==> src/rtl/dlk_pkg.sv <==
// Package: shared sequencing types for the keep-alive controller.
// Assumes: nothing; holds only type definitions.
package dlk_pkg;
    // Which part of the keep-alive sequence is running.
    typedef enum logic [2:0] {
        PH_IDLE,
        PH_SAVE,
        PH_MUTE,
        PH_LOOP,
        PH_RESTORE,
        PH_PULSE
    } phase_t;

    // Handshake sub-state of the current port access.
    typedef enum logic [1:0] {
        ACC_NONE,
        ACC_ISSUE,
        ACC_WAIT
    } acc_t;
endpackage

==> src/rtl/dlk_save_chain.sv <==
// Module: rotating shift chain that holds saved register words.
// Each shift moves stage k+1 into stage k and loads din into the last stage.
// Assumes: the caller feeds head back into din when it wants to rotate.
module dlk_save_chain #(
    parameter int DATA_W = 16,
    parameter int DEPTH  = 3
) (
    input  logic              clk,
    input  logic              rst_n,
    input  logic              shift,
    input  logic [DATA_W-1:0] din,
    output logic [DATA_W-1:0] head
);
    logic [DEPTH-1:0][DATA_W-1:0] stage_q;
    logic [DEPTH-1:0][DATA_W-1:0] stage_nxt;

    // Next value of each stage: its upper neighbour, or din for the last one.
    generate
        for (genvar g = 0; g < DEPTH; g++) begin : g_stage
            if (g == DEPTH - 1) begin : g_tail
                assign stage_nxt[g] = din;
            end else begin : g_body
                assign stage_nxt[g] = stage_q[g+1];
            end
        end
    endgenerate

    // Chain register: moves one place per shift.
    always_ff @(posedge clk) begin
        if (!rst_n) begin
            stage_q <= '0;
        end else if (shift) begin
            stage_q <= stage_nxt;
        end
    end

    assign head = stage_q[0];
endmodule

==> src/rtl/dlk_rst_pulse.sv <==
// Module: fixed-length reset pulse generator.
// A start strobe loads LEN; active stays high for LEN cycles.
// Assumes: LEN >= 1 and start is not repeated while active.
module dlk_rst_pulse #(
    parameter int LEN = 3
) (
    input  logic clk,
    input  logic rst_n,
    input  logic start,
    output logic active,
    output logic last
);
    localparam int CW = $clog2(LEN + 1);

    logic [CW-1:0] cnt_q;

    // Down-counter of the remaining pulse cycles.
    always_ff @(posedge clk) begin
        if (!rst_n) begin
            cnt_q <= '0;
        end else if (start) begin
            cnt_q <= CW'(LEN);
        end else if (cnt_q != '0) begin
            cnt_q <= cnt_q - 1'b1;
        end
    end

    assign active = (cnt_q != '0);
    assign last   = (cnt_q == CW'(1));
endmodule

==> src/rtl/dlyline_keepalive.sv <==
// Module: keep-alive controller for an idle clock-management tile.
// Saves three tile registers, silences the outputs, and writes a toggling
// pattern while the input clock is missing. It then restores the registers
// and pulses the tile reset.
// Assumes: the tile acknowledges every access with one port_rdy pulse, and
// clk_lost is already synchronous to clk.
module dlyline_keepalive #(
    parameter int              ADDR_W     = 7,
    parameter int              DATA_W     = 16,
    parameter logic [ADDR_W-1:0] ADDR_A   = 7'h42,
    parameter logic [ADDR_W-1:0] ADDR_B   = 7'h51,
    parameter logic [ADDR_W-1:0] ADDR_C   = 7'h4E,
    parameter logic [DATA_W-1:0] MUTE_VAL = 16'h0000,
    parameter logic [DATA_W-1:0] PAT0     = 16'h00A0,
    parameter logic [DATA_W-1:0] PAT1     = 16'h00A1,
    parameter logic [DATA_W-1:0] PAT2     = 16'h00B0,
    parameter logic [DATA_W-1:0] PAT3     = 16'h00B1,
    parameter int              RST_CYCLES = 3
) (
    input  logic              clk,
    input  logic              rst_n,
    input  logic              clk_lost,
    output logic              port_en,
    output logic              port_we,
    output logic [ADDR_W-1:0] port_addr,
    output logic [DATA_W-1:0] port_wdata,
    input  logic [DATA_W-1:0] port_rdata,
    input  logic              port_rdy,
    output logic              tile_rst
);
    import dlk_pkg::*;

    localparam int SAVE_N = 3;
    localparam int LOOP_N = 4;
    localparam int STEP_W = $clog2(LOOP_N);
    localparam logic [STEP_W-1:0] SAVE_LAST = STEP_W'(SAVE_N - 1);
    localparam logic [STEP_W-1:0] LOOP_LAST = STEP_W'(LOOP_N - 1);

    phase_t              phase_q;
    acc_t                acc_q;
    logic [STEP_W-1:0]   step_q;
    logic                acc_done;
    logic                chain_shift;
    logic [DATA_W-1:0]   chain_din;
    logic [DATA_W-1:0]   chain_head;
    logic                pulse_start;
    logic                pulse_last;
    logic [ADDR_W-1:0]   save_addr;

    // Address of a saved register, by position in the save order.
    always_comb begin
        case (step_q)
            2'd0:    save_addr = ADDR_A;
            2'd1:    save_addr = ADDR_B;
            default: save_addr = ADDR_C;
        endcase
    end

    // Port outputs decoded from phase and step.
    always_comb begin
        port_en    = (acc_q == ACC_ISSUE);
        port_we    = 1'b1;
        port_addr  = save_addr;
        port_wdata = chain_head;
        case (phase_q)
            PH_SAVE: port_we = 1'b0;
            PH_MUTE: begin
                port_addr  = ADDR_C;
                port_wdata = MUTE_VAL;
            end
            PH_LOOP: begin
                port_addr = step_q[0] ? ADDR_B : ADDR_A;
                case (step_q)
                    2'd0:    port_wdata = PAT0;
                    2'd1:    port_wdata = PAT1;
                    2'd2:    port_wdata = PAT2;
                    default: port_wdata = PAT3;
                endcase
            end
            default: ;
        endcase
    end

    // Handshake completion and the side effects that depend on it.
    assign acc_done    = (acc_q == ACC_WAIT) && port_rdy;
    assign chain_shift = acc_done && (phase_q == PH_SAVE || phase_q == PH_RESTORE);
    assign chain_din   = (phase_q == PH_SAVE) ? port_rdata : chain_head;
    assign pulse_start = acc_done && (phase_q == PH_RESTORE) && (step_q == SAVE_LAST);

    // Unified sequencer: phase, step and access handshake.
    always_ff @(posedge clk) begin
        if (!rst_n) begin
            phase_q <= PH_IDLE;
            acc_q   <= ACC_NONE;
            step_q  <= '0;
        end else begin
            case (acc_q)
                ACC_ISSUE: acc_q <= ACC_WAIT;
                ACC_WAIT: if (port_rdy) begin
                    acc_q <= ACC_ISSUE;
                    case (phase_q)
                        PH_SAVE: begin
                            if (step_q == SAVE_LAST) begin
                                phase_q <= PH_MUTE;
                                step_q  <= '0;
                            end else begin
                                step_q <= step_q + 1'b1;
                            end
                        end
                        PH_MUTE: begin
                            phase_q <= clk_lost ? PH_LOOP : PH_RESTORE;
                            step_q  <= '0;
                        end
                        PH_LOOP: begin
                            if (!clk_lost) begin
                                phase_q <= PH_RESTORE;
                                step_q  <= '0;
                            end else begin
                                step_q <= (step_q == LOOP_LAST) ? '0 : step_q + 1'b1;
                            end
                        end
                        PH_RESTORE: begin
                            if (step_q == SAVE_LAST) begin
                                phase_q <= PH_PULSE;
                                acc_q   <= ACC_NONE;
                                step_q  <= '0;
                            end else begin
                                step_q <= step_q + 1'b1;
                            end
                        end
                        default: acc_q <= ACC_NONE;
                    endcase
                end
                default: begin
                    if (phase_q == PH_IDLE && clk_lost) begin
                        phase_q <= PH_SAVE;
                        step_q  <= '0;
                        acc_q   <= ACC_ISSUE;
                    end else if (phase_q == PH_PULSE && pulse_last) begin
                        phase_q <= PH_IDLE;
                    end
                end
            endcase
        end
    end

    dlk_save_chain #(
        .DATA_W (DATA_W),
        .DEPTH  (SAVE_N)
    ) u_chain (
        .clk   (clk),
        .rst_n (rst_n),
        .shift (chain_shift),
        .din   (chain_din),
        .head  (chain_head)
    );

    dlk_rst_pulse #(
        .LEN (RST_CYCLES)
    ) u_pulse (
        .clk    (clk),
        .rst_n  (rst_n),
        .start  (pulse_start),
        .active (tile_rst),
        .last   (pulse_last)
    );
endmodule

==> config.mk <==
export PLATFORM = sky130hd
export DESIGN_NAME = dlyline_keepalive
export DESIGN_NICKNAME = d
export VERILOG_FILES = /design/src/rtl/dlk_pkg.sv /design/src/rtl/dlk_save_chain.sv /design/src/rtl/dlk_rst_pulse.sv /design/src/rtl/dlyline_keepalive.sv
export SDC_FILE = /design/constraint.sdc
export NUM_CORES = 1
export LEC_CHECK = 0
export ABC_AREA = 0
export BUFFER_PORTS_ARGS = -buffer_cell sky130_fd_sc_hd__clkbuf_2
export CAP_MARGIN = 25
export CORE_ASPECT_RATIO = 1.4
export CORE_MARGIN = 4
export CORE_UTILIZATION = 60
export DETAILED_ROUTE_END_ITERATION = 10
export GPL_TIMING_DRIVEN = 0
export HOLD_SLACK_MARGIN = 0.15
export PLACE_DENSITY = 0.9
export SYNTH_ARGS = -nofsm -noshare
export SYNTH_HDL_FRONTEND = slang
export SYNTH_SLANG_ARGS = --single-unit
==> constraint.sdc <==
create_clock -name clk -period 3.4 [get_ports clk]
set_input_delay 0.68 -clock clk [delete_from_list [all_inputs] [get_ports clk]]
set_output_delay 0.68 -clock clk [all_outputs]
set_load 0.01 [all_outputs]
==> out/metrics.cfg <==
[status]
outcome=finished, final reports clean

[route]
via_per_inst=5.64
num_vias=2774
drc=0
drt_iter0_drc=226
route.met2.wl_mm=3.85
wl_met1_mm=2.78
route.met3.wl_um=494
drtPass1Iterations=5
totalWireLength_mm=7.39
drtAntennaViolNets=0
post_drt_wl_per_cell_um=15.0
top_layer_used=met4

[placed_design]
dpl_cell_area_um2=3100
globalplace.congestion=0.863
port_buffers=42
dpl.hpwl_mm=5.13
place_ws_ns=0.901

[logic_synthesis]
synth_ff_type=dfxtp_1
synth-edff-count=0
netlist_area_um2=2820
yosys-mux-area-fraction_pct=2.13
ys_seq_area_share_pct=40.5
synth-seq-cells=57
syn-num-nets=402
syn_inst=372
yosys.area_share.simple_pct=28.4
ys_warn_count=0
synth.distinct_cells=37
synth_xor_xnor_area_share_pct=0.622
syn_area_per_cell_um2=7.57
synth-compound-area-share_pct=16.6
synthAdderAreaFrac_pct=4.44
synth_top_family_by_area=simple AND/OR/NAND/NOR gates
async_flop_share_pct=0

[clocking]
cts_hold_buf=0
clk_latency_ns=0.34
clock-sinks=57
htree_levels=3
clockRootBuffer=clkbuf_8
postCtsSetupRepairBufs=0
clk_pin_slew_ns=0.06
cts_resized=0
cts_made_buffers=9
cts_buffer_depth=2
cts_tree=done

[global_routing]
track_usage_pct=26.6
grt-ovfl-total=0
grt_max_degree=11
first_global_vias=2537
grt_pass1_wl_mm=11.7
antenna_found_initial=0

[die]
num_rows=29
dieArea_um2=5870
dieHeight_um=89.1
start_util_pct=62.1
dieWidth_um=65.9
core-area_um2=4540
ioPinCount=46

[timing]
final.setup.worst_slack_ns=0.449
hold_viol=0
maxSlewHeadroom_pct=60.4
worst_slew_pin_slew_ns=0.591
max_freq_mhz=339
drv_slew=0
post-route-period-util_pct=86.8
finalSetupTns_ns=0
setup_violations=0
finClkSkew_ns=0.00539
fin_crit_ns=2.95
rsz0062_at_grt=false

[power_and_ir_drop]
p_int_uw=1170
pwr-share-seq_pct=41.1
max-vdd-ir-drop_mv=0.475
p_per_area_nw_per_um2=526
switching_share_pct=32.3
p_clk_share_pct=35.2
p_leak_uw=0.00124
combinationalPowerShare_pct=23.7
p_switching_uw=559

[critical_path]
r2r-end=u_chain.stage_nxt[23]$_SDFFE_PN0P_
cp_data_arrival_time_ns=2.27
end_kind=primary output
required_ns=2.72
reg2reg_depth=5
rrSetupSlack_ns=1.30
r2r_start=phase_q[0]$_SDFFE_PN0P_
critPathLaunchType=flip-flop
crit_type=flip-flop to primary output
crit_path_max_fanout=10
critPathCapture=port_we
crit_start=phase_q[0]$_SDFFE_PN0P_

[cells_and_area]
final_util_pct=72.6
stdcell_area_um2=3290
nets=455
antenna_cells=0
drive_gt1_share_pct=19.8
syn_to_final_growth_pct=16.8

[min_path]
hp-class=flip-flop to flip-flop

[job]
drv_cap=0

synth_stat cells, types with 2 or more instances:
cell type  instances  area [um2]
a21oi_1           35         175
a311oi_1          16         140
and2_1            13        81.3
and3_1             2        12.5
buf_2             11        55.1
buf_4              6        45.0
clkbuf_1          12        45.0
conb_1             2        7.51
dfxtp_1           57        1140
ha_1              10         125
inv_1              9        33.8
mux2i_1            6        60.1
nand2_1          114         428
nand2b_1           2        12.5
nand3_1            4        20.0
nor2_1            29         109
nor2b_1            5        31.3
nor3b_1            2        15.0
o21ai_0           13        65.1
o2bb2ai_1          2        17.5
or3_1              3        18.8
or3b_2             2        17.5
or4b_2             2        20.0
xnor2_1            2        17.5
cells by family (layout without fill, tap and decap cells):
kind of cell	after synthesis	in the layout
compound gates	73	73
buf+inv	41	99
mux	6	6
other cells	2	2
fa+ha+maj	10	10
xor+xnor	2	2
simple gates	181	181
flops	57	57
metal layers:
metal,GRT usage [%],up-vias
met2,46.9,123
met3,5.03,24
met5,0,-
met1,28.5,1294
li1,-,1333
met4,18.3,0
through the flow:
stage | cells | hold slack [ns] | total power [uW]
after floorplan | 372 | 0.432 | 1020
after global placement | 476 | 0.435 | 1120
after detailed placement | 476 | 0.446 | 1130
after CTS | 492 | 0.449 | 1730
after global routing | 492 | 0.469 | 1810
final | 492 | 0.448 | 1730
flip-flops by register name, indices dropped and copies added (netlist names):
signal	cells
step_q	2
u_chain.stage_nxt	32
u_pulse.cnt_q	2
phase_q	3
acc_q	2
u_chain.head	16
worst min path at each step:
stage / start / endpoint / depth (start not counted)
floorplan: u_chain.stage_nxt[10]$_SDFFE_PN0P_ / u_chain.head[10]$_SDFFE_PN0P_ / 2
global placement: u_chain.stage_nxt[27]$_SDFFE_PN0P_ / u_chain.stage_nxt[11]$_SDFFE_PN0P_ / 2
detailed placement: u_chain.stage_nxt[20]$_SDFFE_PN0P_ / u_chain.stage_nxt[4]$_SDFFE_PN0P_ / 2
CTS: u_chain.stage_nxt[7]$_SDFFE_PN0P_ / u_chain.head[7]$_SDFFE_PN0P_ / 2
global route: u_chain.stage_nxt[6]$_SDFFE_PN0P_ / u_chain.head[6]$_SDFFE_PN0P_ / 2
finish: u_chain.stage_nxt[7]$_SDFFE_PN0P_ / u_chain.head[7]$_SDFFE_PN0P_ / 2
worst max-delay path, stage by stage (launching register included):
cell and delay [ns]:
dfxtp_1 0.47, nor3b_2 0.57, clkinv_1 0.42, buf_2 0.31, clkbuf_2 0.15
power by group through the flow:
stage	clock [uW]	combinational (uW)	sequential, uW
floorplan	0	299	720
global placement	0	392	724
detailed placement	0	403	726
CTS	615	406	712
global route	646	445	714
finish	609	410	712
final cells by class:
| cell class | count | area (um2) |
|---|---|---|
| multi-input combinational | 274 | 1480 |
| inverter | 11 | 41.3 |
| tap | 62 | 77.6 |
| timing repair buffer | 42 | 210 |
| clock buffer | 10 | 128 |
| clock inverter | 6 | 58.8 |
| buffer | 30 | 156 |
| fill | 368 | 1240 |
| sequential | 57 | 1140 |
placed cells by master, fill, tap and decap left out, types with 9 or more instances in the layout:
cell and n:
clkbuf_1 13, o21ai_0 13, a21oi_1 35, ha_1 10, dfxtp_1 57, nor2_1 29
inv_1 9, a311oi_1 16, and2_1 13, clkbuf_2 42, buf_2 11, nand2_1 114
clkbuf_8 9
Note: power is estimated with default switching activity, not from simulation.
